### src/rtl/qct_pkg.sv
package qct_pkg;
  typedef enum logic [1:0] {
    WR_POS_CMP  = 2'd0,
    WR_SPD_CMP  = 2'd1,
    WR_FLAG_CLR = 2'd2
  } wr_sel_e;

  localparam int FLAG_SPD  = 0;
  localparam int FLAG_POS  = 1;
  localparam int FLAG_PW   = 2;
  localparam int NUM_FLAGS = 3;
endpackage

### src/rtl/qct_quad_decoder.sv
module qct_quad_decoder #(
  parameter int SYNC_STAGES = 2,
  parameter int CNT_W       = 16
) (
  input  logic             clk,
  input  logic             rst,
  input  logic             enc_a,
  input  logic             enc_b,
  output logic             step,
  output logic             step_up,
  output logic [CNT_W-1:0] count
);
  logic [SYNC_STAGES-1:0] a_sync;
  logic [SYNC_STAGES-1:0] b_sync;
  logic a_prev, b_prev;
  logic a_now, b_now, a_chg, b_chg;

  // synchronizer chain, length set by parameter
  genvar gi;
  generate
    for (gi = 0; gi < SYNC_STAGES; gi++) begin : g_sync
      if (gi == 0) begin : g_first
        always_ff @(posedge clk) begin
          if (rst) begin
            a_sync[0] <= 1'b0;
            b_sync[0] <= 1'b0;
          end else begin
            a_sync[0] <= enc_a;
            b_sync[0] <= enc_b;
          end
        end
      end else begin : g_next
        always_ff @(posedge clk) begin
          if (rst) begin
            a_sync[gi] <= 1'b0;
            b_sync[gi] <= 1'b0;
          end else begin
            a_sync[gi] <= a_sync[gi-1];
            b_sync[gi] <= b_sync[gi-1];
          end
        end
      end
    end
  endgenerate

  assign a_now = a_sync[SYNC_STAGES-1];
  assign b_now = b_sync[SYNC_STAGES-1];
  assign a_chg = a_now ^ a_prev;
  assign b_chg = b_now ^ b_prev;

  // exactly one phase moved: legal step; both moved: dropped
  assign step    = a_chg ^ b_chg;
  assign step_up = a_chg ? (a_now ^ b_now) : ~(a_now ^ b_now);

  always_ff @(posedge clk) begin
    if (rst) begin
      a_prev <= 1'b0;
      b_prev <= 1'b0;
      count  <= '0;
    end else begin
      a_prev <= a_now;
      b_prev <= b_now;
      if (step) begin
        count <= step_up ? count + 1'b1 : count - 1'b1;
      end
    end
  end
endmodule

### src/rtl/qct_ref_timer.sv
module qct_ref_timer
  import qct_pkg::*;
#(
  parameter int               CNT_W   = 16,
  parameter logic [CNT_W-1:0] CMP_RST = '1
) (
  input  logic             clk,
  input  logic             rst,
  input  logic             wr_en,
  input  logic [1:0]       wr_sel,
  input  logic [CNT_W-1:0] wr_data,
  output logic [CNT_W-1:0] ref_count,
  output logic             pos_hit,
  output logic             spd_hit
);
  logic [CNT_W-1:0] pos_cmp_q;
  logic [CNT_W-1:0] spd_cmp_q;

  assign pos_hit = (ref_count == pos_cmp_q);
  assign spd_hit = (ref_count == spd_cmp_q);

  always_ff @(posedge clk) begin
    if (rst) begin
      pos_cmp_q <= CMP_RST;
      spd_cmp_q <= CMP_RST;
    end else if (wr_en) begin
      if (wr_sel == 2'(WR_POS_CMP)) pos_cmp_q <= wr_data;
      if (wr_sel == 2'(WR_SPD_CMP)) spd_cmp_q <= wr_data;
    end
  end

  always_ff @(posedge clk) begin
    if (rst)          ref_count <= '0;
    else if (pos_hit) ref_count <= '0;
    else              ref_count <= ref_count + 1'b1;
  end
endmodule

### src/rtl/qct_capture_bank.sv
module qct_capture_bank
  import qct_pkg::*;
#(
  parameter int CNT_W = 16
) (
  input  logic                 clk,
  input  logic                 rst,
  input  logic [CNT_W-1:0]     pos_count,
  input  logic [CNT_W-1:0]     ref_count,
  input  logic                 spd_hit,
  input  logic                 pos_hit,
  input  logic                 step,
  input  logic                 clr_en,
  input  logic [NUM_FLAGS-1:0] clr_mask,
  output logic [CNT_W-1:0]     spd_cap,
  output logic [CNT_W-1:0]     pos_cap,
  output logic [CNT_W-1:0]     pw_cap,
  output logic [CNT_W-1:0]     pw_buf,
  output logic [NUM_FLAGS-1:0] flags
);
  logic [NUM_FLAGS-1:0] set_vec;
  logic [NUM_FLAGS-1:0] clr_vec;

  always_comb begin
    set_vec           = '0;
    set_vec[FLAG_SPD] = spd_hit;
    set_vec[FLAG_POS] = pos_hit;
    set_vec[FLAG_PW]  = step;
  end
  assign clr_vec = clr_en ? clr_mask : '0;

  // captures take the counters' pre-edge values
  always_ff @(posedge clk) begin
    if (rst) begin
      spd_cap <= '0;
      pos_cap <= '0;
      pw_cap  <= '0;
      pw_buf  <= '0;
    end else begin
      if (spd_hit) spd_cap <= pos_count;
      if (pos_hit) pos_cap <= pos_count;
      if (step) begin
        pw_buf <= pw_cap;
        pw_cap <= ref_count;
      end
    end
  end

  genvar fi;
  generate
    for (fi = 0; fi < NUM_FLAGS; fi++) begin : g_flag
      always_ff @(posedge clk) begin
        if (rst) flags[fi] <= 1'b0;
        else     flags[fi] <= set_vec[fi] | (flags[fi] & ~clr_vec[fi]);
      end
    end
  endgenerate
endmodule

### src/rtl/qenc_capture_timer.sv
module qenc_capture_timer
  import qct_pkg::*;
#(
  parameter int CNT_W       = 16,
  parameter int SYNC_STAGES = 2
) (
  input  logic                 clk,
  input  logic                 rst,
  input  logic                 enc_a,
  input  logic                 enc_b,
  input  logic                 wr_en,
  input  logic [1:0]           wr_sel,
  input  logic [CNT_W-1:0]     wr_data,
  output logic [CNT_W-1:0]     pos_count,
  output logic [CNT_W-1:0]     ref_count,
  output logic [CNT_W-1:0]     spd_cap,
  output logic [CNT_W-1:0]     pos_cap,
  output logic [CNT_W-1:0]     pw_cap,
  output logic [CNT_W-1:0]     pw_buf,
  output logic [NUM_FLAGS-1:0] flags
);
  logic step, step_up, pos_hit, spd_hit, clr_en;

  assign clr_en = wr_en && (wr_sel == 2'(WR_FLAG_CLR));

  qct_quad_decoder #(.SYNC_STAGES(SYNC_STAGES), .CNT_W(CNT_W)) u_dec (
    .clk(clk), .rst(rst), .enc_a(enc_a), .enc_b(enc_b),
    .step(step), .step_up(step_up), .count(pos_count)
  );

  qct_ref_timer #(.CNT_W(CNT_W)) u_ref (
    .clk(clk), .rst(rst), .wr_en(wr_en), .wr_sel(wr_sel), .wr_data(wr_data),
    .ref_count(ref_count), .pos_hit(pos_hit), .spd_hit(spd_hit)
  );

  qct_capture_bank #(.CNT_W(CNT_W)) u_cap (
    .clk(clk), .rst(rst), .pos_count(pos_count), .ref_count(ref_count),
    .spd_hit(spd_hit), .pos_hit(pos_hit), .step(step),
    .clr_en(clr_en), .clr_mask(wr_data[NUM_FLAGS-1:0]),
    .spd_cap(spd_cap), .pos_cap(pos_cap), .pw_cap(pw_cap), .pw_buf(pw_buf),
    .flags(flags)
  );
endmodule

### config.mk
export PLATFORM = sky130hd
export DESIGN_NAME = qenc_capture_timer
export DESIGN_NICKNAME = d
export VERILOG_FILES = /design/src/rtl/qct_pkg.sv /design/src/rtl/qct_quad_decoder.sv /design/src/rtl/qct_ref_timer.sv /design/src/rtl/qct_capture_bank.sv /design/src/rtl/qenc_capture_timer.sv
export SDC_FILE = /design/constraint.sdc
export NUM_CORES = 1
export LEC_CHECK = 0
export BUFFER_PORTS_ARGS = -buffer_cell sky130_fd_sc_hd__buf_2
export CORE_ASPECT_RATIO = 0.75
export CORE_MARGIN = 2
export CORE_UTILIZATION = 59
export DETAILED_ROUTE_END_ITERATION = 16
export PLACE_DENSITY = 0.85
export RECOVER_POWER = 100
export SKIP_CTS_REPAIR_TIMING = 1
export SYNTH_ARGS = -nofsm -noshare
export SYNTH_HDL_FRONTEND = slang
export SYNTH_HIERARCHICAL = 1
export SYNTH_SLANG_ARGS = --single-unit
### constraint.sdc
create_clock -name clk -period 4.6 [get_ports clk]
set_input_delay 0.92 -clock clk [delete_from_list [all_inputs] [get_ports clk]]
set_output_delay 0.92 -clock clk [all_outputs]
set_load 0.005 [all_outputs]
==> metrics.txt <==
# TYPE chip_impl_metric gauge
chip_impl_info{name="hold_path_class",value="register to register"} 1
chip_impl_metric{name="power-per-cell-area",unit="mW/mm2"} 412
chip_impl_metric{name="synth_compound_area_share",unit="%"} 3.88
chip_impl_metric{name="yosysTopAreaCellShare",unit="%"} 44.6
chip_impl_metric{name="layout-drive-gt1-share",unit="%"} 18.1
chip_impl_metric{name="worst-slew-pin-transition",unit="ns"} 1.83
chip_impl_metric{name="number_of_global_route_vias_before_repair",unit=""} 4871
chip_impl_metric{name="core_area",unit="mm2"} 0.0102
chip_impl_metric{name="gp_congestion",unit=""} 0.889
chip_impl_metric{name="ys_seq_area_share",unit="%"} 44.6
chip_impl_metric{name="slew_headroom",unit="%"} -23.5
chip_impl_metric{name="cp_data_required_time",unit="ns"} 4.86
chip_impl_metric{name="grt_first_pass_wirelength",unit="mm"} 24.0
chip_impl_metric{name="hold_viol",unit=""} 0
chip_impl_metric{name="total_area_of_sequential_cells",unit="mm2"} 0.00274
chip_impl_metric{name="critical_path_arrival",unit="ns"} 4.05
chip_impl_info{name="violations",value="capacitance limit, slew limit"} 1
chip_impl_metric{name="drv_slew",unit=""} 58
chip_impl_metric{name="vdd_ir_drop_max",unit="V"} 0.000264
chip_impl_metric{name="finalCritPeriodShare",unit="%"} 82.4
chip_impl_metric{name="vias_per_cell",unit=""} 5.68
chip_impl_metric{name="dpl_cell_area",unit="mm2"} 0.00665
chip_impl_info{name="setup_repair_after_global_routing_missed_its_margin",value="no"} 1
chip_impl_metric{name="number_of_enable_type_register_cells_in_the_synthesized_netlist",unit=""} 0
chip_impl_info{name="timing_worst_setup_path_type",value="register to register"} 1
chip_impl_info{name="synth_top_family_by_area",value="simple AND/OR/NAND/NOR gates"} 1
chip_impl_info{name="final_common_cell",value="sky130_fd_sc_hd__dfxtp_1"} 1
chip_impl_metric{name="total_leakage_power",unit="nW"} 2.82
chip_impl_metric{name="antennaDiodeCount",unit=""} 0
chip_impl_metric{name="portBuffers",unit=""} 121
chip_impl_metric{name="synth_xor_xnor_area_share",unit="%"} 9.80
chip_impl_metric{name="drv_cap",unit=""} 2
chip_impl_metric{name="fin_setup_tns",unit="ns"} 0
chip_impl_metric{name="worst_slack",unit="ns"} 0.810
chip_impl_metric{name="drt-pass1-iter-count",unit=""} 5
chip_impl_info{name="primary_ff_master_synth",value="sky130_fd_sc_hd__dfxtp_1"} 1
chip_impl_metric{name="clkSinkCount",unit=""} 137
chip_impl_metric{name="post_synth_inst_count",unit=""} 645
chip_impl_metric{name="die_width",unit="um"} 122
chip_impl_metric{name="finalPower",unit="mW"} 2.95
chip_impl_metric{name="globalRoute.totalOverflow",unit=""} 0
chip_impl_info{name="netlist.top_cell.by_area",value="sky130_fd_sc_hd__dfxtp_1"} 1
chip_impl_metric{name="multi_input_area",unit="mm2"} 0.00302
chip_impl_metric{name="postLayoutCellArea",unit="mm2"} 0.00716
chip_impl_metric{name="drt_wl_total",unit="mm"} 15.2
chip_impl_metric{name="fp.dieArea",unit="mm2"} 0.0113
chip_impl_metric{name="num-fill-cells",unit=""} 792
chip_impl_info{name="post_synth_main_area_contributors",value="sky130_fd_sc_hd__dfxtp_1 (45%), sky130_fd_sc_hd__mux2i_1 (13%), sky130_fd_sc_hd__xnor2_1 (6.5%)"} 1
chip_impl_info{name="cts_tree",value="yes"} 1
chip_impl_metric{name="syn2layout_area_growth",unit="%"} 16.3
chip_impl_metric{name="num-nets-final",unit=""} 768
chip_impl_info{name="most-common-layout-cells",value="sky130_fd_sc_hd__dfxtp_1 (137), sky130_fd_sc_hd__nor2_1 (92), sky130_fd_sc_hd__mux2i_1 (81)"} 1
chip_impl_metric{name="achievable-frequency",unit="GHz"} 0.264
chip_impl_metric{name="chipHeight",unit="um"} 92.5
chip_impl_metric{name="postSynthAreaPerCell",unit="um2"} 9.54
chip_impl_metric{name="cts-htree-levels",unit=""} 4
chip_impl_metric{name="synthAdderAreaFrac",unit="%"} 0.407
chip_impl_metric{name="effective_utilization_at_floorplan",unit="%"} 60.3
chip_impl_metric{name="post_synth_and_or_nand_nor_area_fraction",unit="%"} 21.7
chip_impl_metric{name="clk_transition_reported_paths",unit="ns"} 0.06
chip_impl_metric{name="final_period_minus_worst_setup_slack",unit="ns"} 3.79
chip_impl_metric{name="grt_max_degree",unit=""} 58
chip_impl_metric{name="worst-path-max-fanout",unit=""} 42
chip_impl_metric{name="netlist_area",unit="mm2"} 0.00615
chip_impl_metric{name="vias",unit=""} 5071
chip_impl_metric{name="numCtsBuffers",unit=""} 17
chip_impl_metric{name="fp-row-count",unit=""} 32
chip_impl_info{name="worstSetupStartpointType",value="register"} 1
chip_impl_metric{name="route.antenna.remaining_nets",unit=""} 0
chip_impl_metric{name="design.portCount",unit=""} 122
chip_impl_metric{name="synth.yosys.warnings",unit=""} 6
chip_impl_info{name="worstSetupEndpointType",value="register"} 1
chip_impl_metric{name="setup_violations",unit=""} 0
chip_impl_metric{name="worst_clock_skew",unit="ns"} 0.0101
chip_impl_metric{name="worstSkewPairLatency",unit="ns"} 0.41
chip_impl_info{name="root_buffer",value="sky130_fd_sc_hd__clkbuf_16"} 1
chip_impl_metric{name="synth.distinct_cells",unit=""} 54
chip_impl_metric{name="mappedNetlistNets",unit=""} 670
chip_impl_metric{name="max-clock-path-buffers",unit=""} 2
chip_impl_metric{name="drt_drc_violations_left",unit=""} 0
chip_impl_metric{name="wire_per_inst",unit="um"} 17.0
chip_impl_metric{name="dp_hpwl",unit="mm"} 10.1
chip_impl_metric{name="synth.area.mux_share",unit="%"} 13.7
chip_impl_info{name="outcome",value="finished with violations"} 1
chip_impl_metric{name="antenna_found_initial",unit=""} 1
chip_impl_metric{name="groute.usage.overall",unit="%"} 27.2
chip_impl_metric{name="postSynth.asyncResetShare",unit="%"} 0
chip_impl_metric{name="post-place-ws",unit="ns"} 1.49
chip_impl_metric{name="drt_iter0_markers",unit=""} 343
chip_impl_metric{name="number_of_flip_flops_and_latches_in_the_synthesized_netlist",unit=""} 137
==> layer usage <==
| layer | GRT usage [%] | wire length [um] | vias to the layer above | share of wire, % |
|---|---|---|---|---|
| met5 | 0 | 0 | - | 0 |
| met4 | 8.91 | 175 | 0 | 1.2 |
| met3 | 8.93 | 1330 | 22 | 8.8 |
| met2 | 42.4 | 6970 | 255 | 46 |
| met1 | 35.6 | 6710 | 2397 | 44 |
| li1 | - | - | 2397 | - |
==> where the power goes <==
group	internal, mW	switching (mW)
Sequential	1.22	0.0552
Clock	0.933	0.501
Combinational	0.106	0.136
Total	2.26	0.692
==> Yosys cell counts, types with 2 or more instances <==
cell                       instances
sky130_fd_sc_hd__nand4_1          15
sky130_fd_sc_hd__and3b_1           3
sky130_fd_sc_hd__buf_6            13
sky130_fd_sc_hd__a21o_1            2
sky130_fd_sc_hd__mux2i_1          81
sky130_fd_sc_hd__xor2_1            6
sky130_fd_sc_hd__nor2_1           92
sky130_fd_sc_hd__nand3b_1          2
sky130_fd_sc_hd__nor3_1           12
sky130_fd_sc_hd__buf_12            3
sky130_fd_sc_hd__buf_2            11
sky130_fd_sc_hd__xnor2_4           3
sky130_fd_sc_hd__a311oi_1          4
sky130_fd_sc_hd__or4_1             3
sky130_fd_sc_hd__nand3_1          31
sky130_fd_sc_hd__a21oi_1           8
sky130_fd_sc_hd__clkbuf_1         18
sky130_fd_sc_hd__or3_1             4
sky130_fd_sc_hd__inv_1             6
sky130_fd_sc_hd__inv_2             2
sky130_fd_sc_hd__mux2_2            3
sky130_fd_sc_hd__nand2b_1          3
sky130_fd_sc_hd__o21ai_0           5
sky130_fd_sc_hd__and4_1            2
sky130_fd_sc_hd__ha_1              2
sky130_fd_sc_hd__or2_2             3
sky130_fd_sc_hd__nor2_2           12
sky130_fd_sc_hd__xnor2_2           3
sky130_fd_sc_hd__nor4_1           12
sky130_fd_sc_hd__a31oi_1           2
sky130_fd_sc_hd__and2_1            3
sky130_fd_sc_hd__xnor2_1          46
sky130_fd_sc_hd__nand2_1          64
sky130_fd_sc_hd__nor2b_1          10
sky130_fd_sc_hd__dfxtp_1         137
==> flip-flops by register name, summed over array words and instances (netlist names) <==
signal	cells
u_dec/b_prev	1
u_ref/ref_count	16
u_ref/pos_cmp_q	16
u_dec/b_sync	1
u_ref/spd_cmp_q	16
u_cap/pos_cap	16
u_cap/spd_cap	16
u_cap/pw_cap	16
u_dec/a_sync	1
u_cap/pw_buf	16
u_dec/a_prev	1
u_dec/b_now	1
u_cap/flags	3
u_dec/count	16
u_dec/a_now	1
==> through the flow <==
| step | hold WS [ns] | utilization [%] | std cells |
|---|---|---|---|
| 2_1_floorplan | 0.414 | - | 645 |
| 3_3_place_gp | 0.428 | 65.1 | 860 |
| 3_5_place_dp | 0.442 | 65.1 | 860 |
| 4_1_cts | 0.460 | 71.3 | 892 |
| 5_1_grt | 0.477 | 70.1 | 892 |
| 6_report | 0.454 | 70.1 | 892 |
==> cell type report <==
type / instances / share of cell area [%]
Clock buffer: 20 / 6.38
Multi-Input combinational cell: 454 / 42.2
Tap cell: 136 / 2.38
Sequential cell: 137 / 38.3
Inverter: 8 / 0.420
Timing Repair Buffer: 125 / 7.92
Clock inverter: 12 / 2.41
==> cells by family after synthesis <==
family                   count (synthesis)
AO/OA/AOI/OAI                           32
XOR/XNOR                                59
adder cells (fa/ha/maj)                  2
AND/OR/NAND/NOR                        277
buffers and inverters                   54
multiplexers                            84
flip-flops                             137
==> critical path, stage by stage, from the launching register on <==
cell,delay (ns)
sky130_fd_sc_hd__dfxtp_1,0.35
sky130_fd_sc_hd__xor2_1,0.97
sky130_fd_sc_hd__inv_2,0.38
sky130_fd_sc_hd__xnor2_1,0.74
sky130_fd_sc_hd__inv_2,0.63
sky130_fd_sc_hd__o21ai_0,0.31
sky130_fd_sc_hd__xor2_1,0.19
sky130_fd_sc_hd__nor2_1,0.06
==> worst paths after layout <==
path | cells past startpoint | slack (ns) | from | endpoint
setup / recovery | 7 | 0.81 | u_dec/b_now | u_dec/count[4]
setup reg to reg | 7 | 0.81 | u_dec/b_now | u_dec/count[4]
hold / removal | 1 | 0.45 | u_dec/a_sync[0] | u_dec/a_now
hold reg to reg | 1 | 0.45 | u_dec/a_sync[0] | u_dec/a_now
Power figures use the tool's default switching activity.
